--- src/rtl/hsa_pkg.sv ---
package hsa_pkg;
    typedef enum logic [1:0] {
        SLOT_FREE = 2'd0,
        SLOT_MEAS = 2'd1,
        SLOT_READ = 2'd2
    } slot_st_e;
endpackage

--- src/rtl/hsa_assign.sv ---
// Fixed-priority assignment of requesting pixels to free counter slots.
module hsa_assign #(
    parameter int NPIX  = 4,
    parameter int NBLK  = 4,
    parameter int PID_W = 2
) (
    input  logic [NPIX-1:0]       req_i,
    input  logic [NBLK-1:0]       free_i,
    output logic [NBLK-1:0]       take_o,
    output logic [NBLK*PID_W-1:0] take_pix_o,
    output logic [NPIX-1:0]       drop_o
);
    logic [NBLK-1:0] avail;
    logic            placed;

    always_comb begin
        avail      = free_i;
        take_o     = '0;
        take_pix_o = '0;
        drop_o     = '0;
        placed     = 1'b0;
        for (int p = 0; p < NPIX; p++) begin
            placed = 1'b0;
            if (req_i[p]) begin
                for (int b = 0; b < NBLK; b++) begin
                    if (!placed && avail[b]) begin
                        avail[b]                       = 1'b0;
                        take_o[b]                      = 1'b1;
                        take_pix_o[b*PID_W +: PID_W]   = PID_W'(p);
                        placed                         = 1'b1;
                    end
                end
                if (!placed) begin
                    drop_o[p] = 1'b1;
                end
            end
        end
    end
endmodule

--- src/rtl/hsa_slot.sv ---
// One counter slot: phase register, pixel index memory and hit select.
module hsa_slot
    import hsa_pkg::*;
#(
    parameter int NPIX  = 4,
    parameter int PID_W = 2
) (
    input  logic             clk,
    input  logic             rst_n,
    input  logic             take_i,
    input  logic [PID_W-1:0] take_pix_i,
    input  logic [NPIX-1:0]  hit_i,
    input  logic             done_i,
    output logic             busy_o,
    output logic             meas_o,
    output logic [PID_W-1:0] pix_o,
    output logic             hit_o
);
    typedef struct packed {
        slot_st_e         st;
        logic [PID_W-1:0] pix;
    } slot_t;

    slot_t s_d, s_q;
    logic  hit_sel;

    assign hit_sel = hit_i[s_q.pix];

    always_comb begin
        s_d = s_q;
        case (s_q.st)
            SLOT_FREE: begin
                if (take_i) begin
                    s_d.st  = SLOT_MEAS;
                    s_d.pix = take_pix_i;
                end
            end
            SLOT_MEAS: begin
                if (!hit_sel) begin
                    s_d.st = SLOT_READ;
                end
            end
            SLOT_READ: begin
                if (done_i) begin
                    s_d.st = SLOT_FREE;
                end
            end
            default: s_d.st = SLOT_FREE;
        endcase
    end

    always_ff @(posedge clk or negedge rst_n) begin
        if (!rst_n) begin
            s_q <= '{st: SLOT_FREE, pix: '0};
        end else begin
            s_q <= s_d;
        end
    end

    assign busy_o = (s_q.st != SLOT_FREE);
    assign meas_o = (s_q.st == SLOT_MEAS);
    assign pix_o  = s_q.pix;
    assign hit_o  = meas_o & hit_sel;
endmodule

--- src/rtl/hsa_fclk_gate.sv ---
// Shared fast clock enable and per-slot clock gating.
module hsa_fclk_gate #(
    parameter int NBLK = 4
) (
    input  logic            clk,
    input  logic            rst_n,
    input  logic            any_hit_i,
    input  logic [NBLK-1:0] meas_i,
    input  logic            fast_clk_i,
    output logic            osc_en_o,
    output logic [NBLK-1:0] fclk_o
);
    logic run_d, run_q;

    always_comb begin
        run_d = any_hit_i;
    end

    always_ff @(posedge clk or negedge rst_n) begin
        if (!rst_n) begin
            run_q <= 1'b0;
        end else begin
            run_q <= run_d;
        end
    end

    assign osc_en_o = run_q;

    for (genvar b = 0; b < NBLK; b++) begin : g_gate
        assign fclk_o[b] = fast_clk_i & run_q & meas_i[b];
    end
endmodule

--- src/rtl/hit_slot_alloc.sv ---
// Top: shares NBLK counter slots among NPIX pixel hits.
module hit_slot_alloc #(
    parameter int               NPIX     = 4,
    parameter int               NBLK     = 4,
    parameter int               GID_W    = 7,
    parameter logic [GID_W-1:0] GROUP_ID = 7'h2A,
    localparam int              PID_W    = (NPIX > 1) ? $clog2(NPIX) : 1,
    localparam int              TAG_W    = GID_W + PID_W
) (
    input  logic                  clk,
    input  logic                  rst_n,
    input  logic [NPIX-1:0]       hit_i,
    input  logic [NBLK-1:0]       blk_done_i,
    input  logic                  fast_clk_i,
    output logic [NBLK-1:0]       blk_hit_o,
    output logic [NBLK-1:0]       blk_busy_o,
    output logic [NBLK*TAG_W-1:0] blk_tag_o,
    output logic                  overflow_o,
    output logic                  osc_en_o,
    output logic [NBLK-1:0]       blk_fclk_o
);
    typedef struct packed {
        logic [NPIX-1:0] drop;
        logic            ovf;
    } trk_t;

    trk_t                  t_d, t_q;
    logic [NBLK-1:0]       meas;
    logic [NBLK*PID_W-1:0] pix;
    logic [NPIX-1:0]       owned;
    logic [NPIX-1:0]       req;
    logic [NBLK-1:0]       take;
    logic [NBLK*PID_W-1:0] take_pix;
    logic [NPIX-1:0]       drop;

    // A pixel is owned while some slot is measuring it.
    always_comb begin
        owned = '0;
        for (int p = 0; p < NPIX; p++) begin
            for (int b = 0; b < NBLK; b++) begin
                if (meas[b] && (pix[b*PID_W +: PID_W] == PID_W'(p))) begin
                    owned[p] = 1'b1;
                end
            end
        end
    end

    assign req = hit_i & ~owned & ~t_q.drop;

    hsa_assign #(
        .NPIX (NPIX),
        .NBLK (NBLK),
        .PID_W(PID_W)
    ) assign_i (
        .req_i     (req),
        .free_i    (~blk_busy_o),
        .take_o    (take),
        .take_pix_o(take_pix),
        .drop_o    (drop)
    );

    for (genvar b = 0; b < NBLK; b++) begin : g_slot
        hsa_slot #(
            .NPIX (NPIX),
            .PID_W(PID_W)
        ) slot_i (
            .clk       (clk),
            .rst_n     (rst_n),
            .take_i    (take[b]),
            .take_pix_i(take_pix[b*PID_W +: PID_W]),
            .hit_i     (hit_i),
            .done_i    (blk_done_i[b]),
            .busy_o    (blk_busy_o[b]),
            .meas_o    (meas[b]),
            .pix_o     (pix[b*PID_W +: PID_W]),
            .hit_o     (blk_hit_o[b])
        );
        assign blk_tag_o[b*TAG_W +: TAG_W] = {GROUP_ID, pix[b*PID_W +: PID_W]};
    end

    // Drop marks last while the hit stays high.
    always_comb begin
        t_d      = t_q;
        t_d.drop = hit_i & (t_q.drop | drop);
        t_d.ovf  = |drop;
    end

    always_ff @(posedge clk or negedge rst_n) begin
        if (!rst_n) begin
            t_q <= '0;
        end else begin
            t_q <= t_d;
        end
    end

    assign overflow_o = t_q.ovf;

    hsa_fclk_gate #(
        .NBLK(NBLK)
    ) gate_i (
        .clk       (clk),
        .rst_n     (rst_n),
        .any_hit_i (|hit_i),
        .meas_i    (meas),
        .fast_clk_i(fast_clk_i),
        .osc_en_o  (osc_en_o),
        .fclk_o    (blk_fclk_o)
    );
endmodule

--- config.mk ---
export PLATFORM = sky130hd
export DESIGN_NAME = hit_slot_alloc
export DESIGN_NICKNAME = d
export VERILOG_FILES = /design/src/rtl/hsa_pkg.sv /design/src/rtl/hsa_assign.sv /design/src/rtl/hsa_slot.sv /design/src/rtl/hsa_fclk_gate.sv /design/src/rtl/hit_slot_alloc.sv
export SDC_FILE = /design/constraint.sdc
export NUM_CORES = 1
export LEC_CHECK = 0
export BUFFER_PORTS_ARGS = -buffer_cell sky130_fd_sc_hd__buf_2
export CORE_MARGIN = 2
export CORE_UTILIZATION = 25
export CTS_CLUSTER_SIZE = 30
export DETAILED_ROUTE_END_ITERATION = 16
export PLACE_DENSITY_LB_ADDON = 0.2
export SETUP_SLACK_MARGIN = 0.4
export SKIP_CTS_REPAIR_TIMING = 1
export SYNTH_ARGS = -nofsm -noshare
export SYNTH_HDL_FRONTEND = slang
export SYNTH_SLANG_ARGS = --single-unit
export TNS_END_PERCENT = 5
--- constraint.sdc ---
create_clock -name clk -period 2.55 [get_ports clk]
set_input_delay 0.765 -clock clk [delete_from_list [all_inputs] [get_ports clk]]
set_output_delay 0.765 -clock clk [all_outputs]
set_load 0.005 [all_outputs]
== Yosys cells after proc, flatten, opt, wreduce, memory -nomap -nowiden ==
Cells that the tools add are included.

* Output and inout port bits: 50
* Logic and storage cells: 251
* Register bits after elaboration: 22
* Input bits: 11

* Eq/ne operators: 32
* Bitwise operators: 16
* Multiplexer cells: 126
* Order comparisons: 4
* Reductions and logical operators: 62

{| class="wikitable"
|+ Operator list
! kind !! number
|-
| $mux 1 || 88
|-
| $mux 4 || 11
|-
| $mux 2 || 16
|-
| $logic_and 1x1->1 || 28
|-
| $eq 2x2->1 const B || 12
|-
| $mux 8 || 3
|-
| $ne 2x2->1 const B || 12
|-
| $pmux 2 s3 || 4
|-
| $eq 2x1->1 const B || 8
|-
| $logic_not 2->1 || 8
|-
| $and 4x4->4 || 3
|-
| $logic_not 1->1 || 12
|-
| $lt 2x3->1 const B || 4
|-
| $not 4->4 || 3
|-
| $reduce_and 3->1 || 4
|-
| $and 1x1->1 || 9
|-
| $bmux 1 s2 || 4
|-
| $reduce_and 2->1 || 4
|-
| $reduce_bool 2->1 || 4
|-
| $reduce_or 4->1 || 2
|-
| $or 4x4->4 || 1
|}

== Depth between registers and ports, before layout ==
Gate-level depths: netlist of run 1.

* Word-level depth: 68
* Mapped depth: 10
* Depth with buffers taken out: 9

== By module ==
A second synthesis of run 1 with hierarchy kept.

* Cells, all modules: 247
* Area, all modules: 2,120.8 um^2

{| class="wikitable"
|+ Modules (own cells, without submodules)
! module !! instances !! cells an instance !! seq. area each (um^2) !! area an instance (um^2)
|-
| hsa_slot || 4 || 17 || 100.1 || 215.2
|-
| hsa_assign || 1 || 102 || 0.0 || 633.1
|-
| hit_slot_alloc || 1 || 72 || 125.1 || 576.8
|-
| hsa_fclk_gate || 1 || 5 || 25.0 || 50.0
|}

== Least setup slack after synthesis of run 1 ==
No wires, ideal clock.

* Path kind: input-to-reg
* Start: input port hit_i[0]
* End: register g_slot[3].slot_i.s_q (netlist bit g_slot[3].slot_i.pix_o[0])
* Arrival time: 2,495 ps
* Buffers on the path: 0
* Setup slack: -11 ps
* Cell stages on the path: 8
* Library setup time: 66 ps
* Data required time: 2,484 ps
* Cell sequence: nor2b_1 -> o311ai_4 -> nor3_2 -> a21oi_4 -> a211oi_2 -> mux2_4 -> o32ai_2 -> a22o_1

* Word-level cells in the longest chain between the ends: 24
* Elaborated cells on any way between the ends: 61
* Those cells by class: mux: 40; bitwise: 2; reduce/logical: 19

{| class="wikitable"
|+ Ends and longest elaborated chain
! item !! line !! text
|-
| start, declared || hit_slot_alloc.sv:12 || <nowiki>input logic [NPIX-1:0] hit_i,</nowiki>
|-
| $and 4x4->4 (*) (2 in series) || hit_slot_alloc.sv:48 || <nowiki>assign req = hit_i & ~owned & ~t_q.drop;</nowiki>
|-
| $mux 4 || hsa_assign.sv:24 || <nowiki>if (req_i[p]) begin</nowiki>
|-
| $mux 1 || hsa_assign.sv:26 || <nowiki>if (!placed && avail[b]) begin</nowiki>
|-
| $mux 1 || hsa_assign.sv:24 ||
|-
| $logic_not 1->1 || hsa_assign.sv:26 ||
|-
| $logic_and 1x1->1 || hsa_assign.sv:26 ||
|-
| $mux 1 || hsa_assign.sv:26 ||
|-
| $mux 4 or $mux 1 (tied branches) || hsa_assign.sv:24 ||
|-
| [7 not listed] || - ||
|-
| $logic_and 1x1->1, or another cell as far along || hsa_assign.sv:26 ||
|-
| $mux 1 or $logic_and 1x1->1 (tied branches) || hsa_assign.sv:26 ||
|-
| $mux 1, on equally long branches || hsa_assign.sv:24, hsa_assign.sv:26 ||
|-
| $logic_not 1->1 or $mux 4 (tied branches) || hsa_assign.sv:26, hsa_assign.sv:24 ||
|-
| $logic_and 1x1->1 || hsa_assign.sv:26 ||
|-
| $mux 1 || hsa_assign.sv:26 ||
|-
| $mux 4 || hsa_assign.sv:24 ||
|-
| $reduce_and 2->1 (no source line) || - ||
|-
| end signal, assigned || hsa_slot.sv:54 || <nowiki>s_q <= '{st: SLOT_FREE, pix: '0};</nowiki>
|-
| end, declared || hsa_slot.sv:24 || <nowiki>slot_t s_d, s_q;</nowiki>
|}

Every way passes the cells marked *; elsewhere a longest branch is shown, timed or not. The select of a mux whose other input is x is not followed.
A chain may end at the register's enable or synchronous reset.

== Worst setup path after layout of run 1 ==
* Start: register g_slot[3].slot_i.s_q (netlist bit g_slot[3].slot_i.pix_o[1])
* End: register g_slot[3].slot_i.s_q[2] (netlist bit)

* Word-level cells in the longest chain between the ends: 29
* Elaborated cells on any way between the ends: 72
* Those cells by class: eq/ne: 5; mux: 40; bitwise: 3; reduce/logical: 24

{| class="wikitable"
|+ Ends and longest elaborated chain
! item !! line !! text
|-
| $logic_not 2->1 || hit_slot_alloc.sv:41 || <nowiki>if (meas[b] && (pix[b*PID_W +: PID_W] == PID_W'(p))) begin</nowiki>
|-
| $logic_and 1x1->1 || hit_slot_alloc.sv:41 ||
|-
| $mux 1 || hit_slot_alloc.sv:41 ||
|-
| $not 4->4 || hit_slot_alloc.sv:48 ||
|-
| $and 4x4->4 (2 in series) || hit_slot_alloc.sv:48 ||
|-
| $mux 4 || hsa_assign.sv:24 ||
|-
| $mux 1 || hsa_assign.sv:26 ||
|-
| $mux 1 || hsa_assign.sv:24 ||
|-
| [12 not listed] || - ||
|-
| $logic_and 1x1->1 or $mux 1 (tied branches) || hsa_assign.sv:26 ||
|-
| $mux 1, on equally long branches || hsa_assign.sv:26, hsa_assign.sv:24 ||
|-
| $mux 4 or $logic_not 1->1 (tied branches) || hsa_assign.sv:24, hsa_assign.sv:26 ||
|-
| $logic_and 1x1->1 || hsa_assign.sv:26 ||
|-
| $mux 1 || hsa_assign.sv:26 ||
|-
| $mux 4 || hsa_assign.sv:24 ||
|-
| $ne 2x2->1 (no source line) || - ||
|-
| $reduce_and 3->1 (no source line) (*) || - ||
|}

Marks and branches as above.

==> flow_summary_export.csv, run 1 <==
group,metric,value,unit
run_status,result_of_the_run,"complete, but fails checks",
run_status,violations,"negative setup slack",
synth,syn_area,2020,um2
global_routing,maximum_number_of_pins_on_one_net_before_global_route_repair,23,
global_routing,antenna_found_initial,0,
synth,synth_sequential_area_ratio,27.2,%
synth,fraction_of_registers_with_async_set_or_reset_after_synthesis,100,%
route,vias,1795,
global_routing,globalRouteTotalUtil,12.6,%
synth,synthFlopType,"dfrtp_1",
setup_path,worst-setup-path-type,"flop to flop",
placed_design,port_buffers,32,
power_and_ir_drop,p_per_area,1530,nW/um2
floorplan,io_pins,61,
power_and_ir_drop,power_leakage,0.00123,uW
sta,worst_slew_margin_rel,64.6,%
synth,synth_enable_flop_cells,0,
final_layout,finalNetCount,309,
power_and_ir_drop,power_frac_comb,77.3,%
route,routedWlPerCell,14.0,um
sta,rsz0062_at_grt,"yes",
cts,clk_transition_reported_paths,0.09,ns
sta,final_max_slew_viol_count,0,
route,drtIter0Drc,41,
setup_path,worst-endpoint-arrival,2.72,ns
placed_design,dpl_cell_area,2480,um2
power_and_ir_drop,power_switching,1830,uW
cts,ctsLongestPathBuffers,2,
cts,source_to_sink_clock_delay_at_the_later_pin_of_the_worst_skew_pair,0.27,ns
setup_path,worst_setup_path_endpoint,"g_slot[3].slot_i.s_q[2]$_DFFE_PN0P_",
synth,synth.largest_area_cell,"dfrtp_1",
setup_path,cp-start-kind,"flop",
setup_path,setup.worst_path.start,"g_slot[3].slot_i.pix_o[1]$_DFFE_PN0P_",
global_routing,first_global_vias,1722,
sta,clock-skew-final,0.00428,ns
power_and_ir_drop,power_total,4060,uW
route,ant_nets,0,
setup_path,list_of_cells_traversed_by_the_critical_path,"or4b_4 > o311ai_4 > nor3_2 > buf_4 > a21oi_4 > a21oi_4 > o21ai_4 > buf_6 > a21oi_1 > o211ai_1 > buf_4 > nand2b_1",
sta,period_minus_slack,2.55,ns
setup_path,setup.worst_path.end_class,"flop",
setup_path,critical_path_peak_fanout,4,
route,routed_via_density,4.50,
synth,synth_area_per_cell,8.95,um2
floorplan,initial_core_util,26.0,%
final_layout,syn2layout_area_growth,31.2,%
floorplan,die_w,94.0,um
route,drt_wl_total,5600,um
sta,clock.fmax,0.392,GHz
setup_path,crit-reg2reg-capture,"g_slot[3].slot_i.s_q[2]$_DFFE_PN0P_",
setup_path,ff2ff_path_depth,12,
cts,cts_tree,"done",
synth,syn_inst,226,
global_routing,gr-usage-met3,0.803,%
route,route.detailed.drc,0,
final_layout,n_antenna_cell,0,
sta,timing.final.ws_setup,-0.00254,ns
synth,post_synth_num_cell_types,60,
global_routing,global_route_wire_length_before_repair,8740,um
setup_path,slowest_delay,0.57,ns
job,max_cap_violations,0,
final_layout,drive_above_1_share,45.5,%
global_routing,grt_overflow,0,
global_routing,globalRouteMet1Util,17.7,%
synth,synth.most_common_cell,"buf_4",
sta,report.final.hold_viol_count,0,
sta,worstMarginPinSlew,0.531,ns
cts,cts-htree-levels,1,
sta,fin_crit_sh,100,%
cts,cts_inserted_buffers,3,
floorplan,rows,32,
placed_design,dp_hpwl,4430,um
sta,setup_violations,1,
power_and_ir_drop,worst_ir_drop_vdd,0.284,mV
cts,clock-root-buffer,"clkbuf_8",
placed_design,placer_s_final_routability_congestion_estimate,0.807,
hold_path,hold_class,"primary input to asynchronous set/reset pin",
floorplan,placeableCoreArea,7770,um2
power_and_ir_drop,cellInternalPower,2230,uW
setup_path,crit_reg_reg_startpoint,"g_slot[3].slot_i.pix_o[1]$_DFFE_PN0P_",
setup_path,critical_path_required,2.72,ns
setup_path,reg2reg_setup_slack,-0.003,ns
global_routing,use_met2,21.1,%
route,drt_first_pass_iters,4,
power_and_ir_drop,pwr-share-seq,16.1,%
power_and_ir_drop,sw_frac_of_total,45.0,%
synth,synth.top_cells.by_count,"buf_4 (45), dfrtp_1 (22), nor2_1 (20)",
final_layout,final_design_area_no_fill,2650,um2
synth,synth_top_cell_area_share,27.2,%
synth,yosysWarnings,0,
global_routing,grt_busiest_layer,"met2",
power_and_ir_drop,share_clk_of_total_power,6.6,%
synth,synth.top_cells.by_area,"dfrtp_1 (27%), buf_4 (17%), a21oi_1 (3.7%), nor2_1 (3.7%), mux4_2 (3.3%)",
cts,cts_sinks,22,
floorplan,chipHeight,94.0,um
synth,postSynthRegisterBits,22,
setup_path,crit_slowest_cell,"or4b_4",
final_layout,finish.utilization,34.2,%
floorplan,floorplan.die_area,8830,um2
worst max-delay path, delay by kind of cell, from the launching register on:
| family | cells | cell delay [ns] |
|---|---|---|
| AO/OA/AOI/OAI | 6 | 0.92 |
| buffers and inverters | 3 | 0.44 |
| flip-flops | 1 | 0.40 |
| AND/OR/NAND/NOR | 3 | 0.68 |
metrics by stage:
step                TNS [ns]  hold slack, ns  std cells  worst slack (ns)
global placement      -0.345           0.477        390           -0.0796
floorplan                  0           0.464        252             0.188
global route          -0.454           0.514        399            -0.120
finish              -0.00254           0.458        399          -0.00254
CTS                   -0.280           0.487        394           -0.0853
detailed placement    -0.373           0.484        390           -0.0725
flip-flops by register name, indices dropped and copies added, names as in the netlist:
register,flops
g_slot.slot_i.s_q,8
t_q,4
g_slot.slot_i.pix_o,8
overflow_o,1
gate_i.osc_en_o,1
area by class of cell:
class / count / area [um2]
Clock buffer: 4 / 55.1
Multi-Input combinational cell: 174 / 1280
Timing Repair Buffer: 87 / 606
Tap cell: 102 / 128
Sequential cell: 22 / 551
Fill cell: 841 / 5110
Inverter: 10 / 37.5
kinds of logic (layout without fill, tap and decap cells):
group | count (synthesis) | in the layout | share of synthesized area [%]
AND/OR/NAND/NOR | 77 | 77 | 22.0
AO/OA/AOI/OAI | 60 | 60 | 24.1
buffers and inverters | 56 | 101 | 18.7
flip-flops | 22 | 22 | 27.2
multiplexers | 6 | 6 | 6.12
adder cells (fa/ha/maj) | 2 | 2 | 1.05
other | 2 | 28 | 0.371
XOR/XNOR | 1 | 1 | 0.433
power groups by stage:
stage / logic [uW] / registers [uW] / clock network (uW)
finish: 3140 / 652 / 269
global route: 3460 / 670 / 285
CTS: 2890 / 652 / 271
detailed placement: 2880 / 659 / 0
global placement: 2870 / 655 / 0
floorplan: 1840 / 665 / 0
cells in the final DEF (no fill, tap or decap), drive strengths merged, types with 2 or more instances in the layout:
cell    count
nand2b     12
a22o        2
o21ai      12
nor3        3
nand3       4
buf        87
conb       28
or2         3
inv         9
clkbuf      4
dfrtp      22
a211oi      2
o211ai      3
nand4       2
and2        5
or2b        2
o21a        6
o32ai       4
o22ai       4
mux2        2
nor2       22
maj3        2
nand2      11
nor2b       6
mux4        4
a21oi      20
per-layer routing:
layer  vias to the layer above  wire [um]
met5                         -          0
met2                        58       2700
met1                       861       2600
li1                        871          -
met4                         0         63
met3                         5        240
how the worst min path moves through the flow:
| stage | start | endpoint | slack (ns) | depth (start not counted) |
|---|---|---|---|---|
| 2_1_floorplan | t_q[3]$_DFF_PN0_ | t_q[3]$_DFF_PN0_ | 0.46 | 1 |
| 6_report | rst_n | g_slot[0].slot_i.s_q[3]$_DFFE_PN0P_ | 0.46 | 1 |
| 3_5_place_dp | t_q[4]$_DFF_PN0_ | t_q[4]$_DFF_PN0_ | 0.48 | 1 |
| 3_3_place_gp | t_q[4]$_DFF_PN0_ | t_q[4]$_DFF_PN0_ | 0.48 | 1 |
| 4_1_cts | rst_n | g_slot[0].slot_i.s_q[2]$_DFFE_PN0P_ | 0.49 | 1 |
| 5_1_grt | rst_n | g_slot[2].slot_i.s_q[3]$_DFFE_PN0P_ | 0.51 | 1 |
No activity file was read; power rests on OpenSTA's default activity.
==> inputs of run 2 (changes only) <==
--- a/config.mk
+++ b/config.mk
@@ -6,7 +6,7 @@
 export NUM_CORES = 1
 export LEC_CHECK = 0
 export BUFFER_PORTS_ARGS = -buffer_cell sky130_fd_sc_hd__buf_2
-export CORE_MARGIN = 2
+export CORE_MARGIN = 5
 export CORE_UTILIZATION = 25
 export CTS_CLUSTER_SIZE = 30
 export DETAILED_ROUTE_END_ITERATION = 16
@@ -16,4 +16,4 @@
 export SYNTH_ARGS = -nofsm -noshare
 export SYNTH_HDL_FRONTEND = slang
 export SYNTH_SLANG_ARGS = --single-unit
-export TNS_END_PERCENT = 5
+export TNS_END_PERCENT = 50
==> run 2 against run 1 <==
Net effect:
- the run still ends with negative setup slack left
- register-to-register slack lost 0.02 ns
- first-iteration DRC count is 12% higher
- count of clock-buffer cells in the layout stayed put
- power up 5.6%
- sequential cell count did not move
- global-route usage shrank 1.7 points
- cell count up 0.50%
- clock skew about the same
==> flow_summary_export.csv, run 2 (same netlist as run 1, synthesis figures left out) <==
group,metric,value,unit
power_and_ir_drop,worst_ir_drop_vdd,0.328,mV
cts,cts_tree,"done",
setup_path,worst-setup-path-type,"flop to flop",
cts,cts-htree-levels,1,
route,drt_wl_total,5870,um
global_routing,first_global_vias,1695,
route,routed-wl-met2,2820,um
route,routedWlPerCell,14.6,um
final_layout,layout.cells.most_common_list,"buf_4 (52), conb_1 (28), buf_2 (28), dfrtp_1 (22), nor2_1 (17)",
setup_path,critical_path_required,2.71,ns
route,vias,1786,
route,route.detailed.drc,0,
floorplan,placeableCoreArea,7810,um2
setup_path,cp-start-kind,"flop",
cts,source_to_sink_clock_delay_at_the_later_pin_of_the_worst_skew_pair,0.26,ns
final_layout,finalNetCount,311,
route,ant_nets,0,
route,drtIter0Drc,46,
cts,clk_transition_reported_paths,0.08,ns
run_status,violations,"negative setup slack",
final_layout,syn2layout_area_growth,36.4,%
sta,setup_violations,2,
route,wirelength_met1,2650,um
floorplan,floorplan.die_area,9990,um2
placed_design,placer_s_final_routability_congestion_estimate,0.739,
global_routing,globalRouteTotalUtil,10.9,%
floorplan,initial_core_util,25.9,%
sta,rsz0062_at_grt,"yes",
hold_path,hold_class,"primary input to asynchronous set/reset pin",
final_layout,most_common_library_cell_in_the_layout_ignoring_fill_and_taps,"buf_4",
sta,worstMarginPinSlew,0.529,ns
cts,cts_sinks,22,
sta,period_minus_slack,2.57,ns
final_layout,drive_above_1_share,49.5,%
sta,final_worst_hold_slack,0.471,ns
global_routing,grt_overflow,0,
route,routed_via_density,4.45,
setup_path,reg2reg_setup_slack,-0.02,ns
sta,worst_slew_margin_rel,64.7,%
route,wl_met3,319,um
setup_path,crit_reg_reg_startpoint,"g_slot[3].slot_i.pix_o[1]$_DFFE_PN0P_",
route,drt_first_pass_iters,6,
sta,report.final.hold_viol_count,0,
sta,final_max_slew_viol_count,0,
floorplan,die_w,100,um
route,maxUsedRoutingLayer,"met4",
job,max_cap_violations,0,
cts,ctsLongestPathBuffers,2,
sta,clock-skew-final,0.00473,ns
final_layout,n_antenna_cell,0,
global_routing,global_route_wire_length_before_repair,8780,um
sta,clock.fmax,0.389,GHz
setup_path,setup.worst_path.end_class,"flop",
final_layout,final_design_area_no_fill,2760,um2
power_and_ir_drop,p_per_area,1550,nW/um2
placed_design,dp_slack,-0.122,ns
run_status,result_of_the_run,"complete, but fails checks",
placed_design,dp_hpwl,4600,um
placed_design,port_buffers,32,
sta,fin_crit_sh,101,%
setup_path,ff2ff_path_depth,11,
floorplan,rows,32,
setup_path,crit-reg2reg-capture,"t_q[4]$_DFF_PN0_",
global_routing,antenna_found_initial,0,
cts,cts_inserted_buffers,3,
floorplan,io_pins,61,
setup_path,critical_path_peak_fanout,5,
power_and_ir_drop,power_total,4290,uW
floorplan,chipHeight,100,um
cts,clock-root-buffer,"clkbuf_8",
final_layout,stdcell_count,401,
placed_design,dpl_cell_area,2460,um2
global_routing,maximum_number_of_pins_on_one_net_before_global_route_repair,23,
placed_design,cell_count_after_placement,387,
setup_path,worst-endpoint-arrival,2.73,ns
power_and_ir_drop,power_leakage,0.00126,uW
sta,timing.final.ws_setup,-0.0234,ns
## run 2: area by class of cell
type,count,area (um2)
Clock buffer,4,55.1
Fill cell,841,5050
Inverter,10,37.5
Multi-Input combinational cell,175,1360
Sequential cell,22,551
Tap cell,102,128
Timing Repair Buffer,88,629
## run 2: metrics by stage
step | setup TNS, ns | utilization, %
finish | -0.0324 | 35.3
global route | -0.486 | 35.3
CTS | -0.169 | 32.2
detailed placement | -0.322 | 31.5
global placement | -0.228 | 31.5
floorplan | 0 | -
## run 2: report_power, final
group / total (uW) / switching, uW / internal (uW) / leakage (uW)
sequential: 650 / 145 / 505 / 0.000273
clock: 256 / 119 / 138 / 0.0000288
combinational: 3380 / 1670 / 1710 / 0.000959
total: 4290 / 1940 / 2350 / 0.00126
## run 2: how the worst max path moves through the flow
| stage | start | endpoint | slack, ns | cells past startpoint |
|---|---|---|---|---|
| floorplan | hit_i[0] | g_slot[3].slot_i.pix_o[0]$_DFFE_PN0P_ | 0.19 | 8 |
| global placement | hit_i[0] | t_q[3]$_DFF_PN0_ | -0.11 | 10 |
| detailed placement | hit_i[0] | t_q[3]$_DFF_PN0_ | -0.12 | 10 |
| CTS | g_slot[3].slot_i.s_q[3]$_DFFE_PN0P_ | g_slot[3].slot_i.s_q[2]$_DFFE_PN0P_ | -0.07 | 11 |
| global route | g_slot[3].slot_i.pix_o[1]$_DFFE_PN0P_ | g_slot[3].slot_i.s_q[2]$_DFFE_PN0P_ | -0.13 | 11 |
| finish | g_slot[3].slot_i.pix_o[1]$_DFFE_PN0P_ | t_q[4]$_DFF_PN0_ | -0.02 | 11 |
## run 2: routing by layer
layer	vias to the layer above	track usage [%]
li1	877	-
met1	853	14.9
met2	50	18.1
met3	6	1.18
met4	0	3.47
met5	-	0
## run 2: critical path: stages (launching register included)
cell,delay (ns)
dfrtp_1,0.38
or4b_4,0.56
o311ai_4,0.15
o21ai_4,0.10
buf_12,0.14
a21oi_4,0.24
a21oi_4,0.11
o21ai_4,0.25
buf_4,0.16
a21oi_1,0.05
o21a_1,0.15
o21a_1,0.16
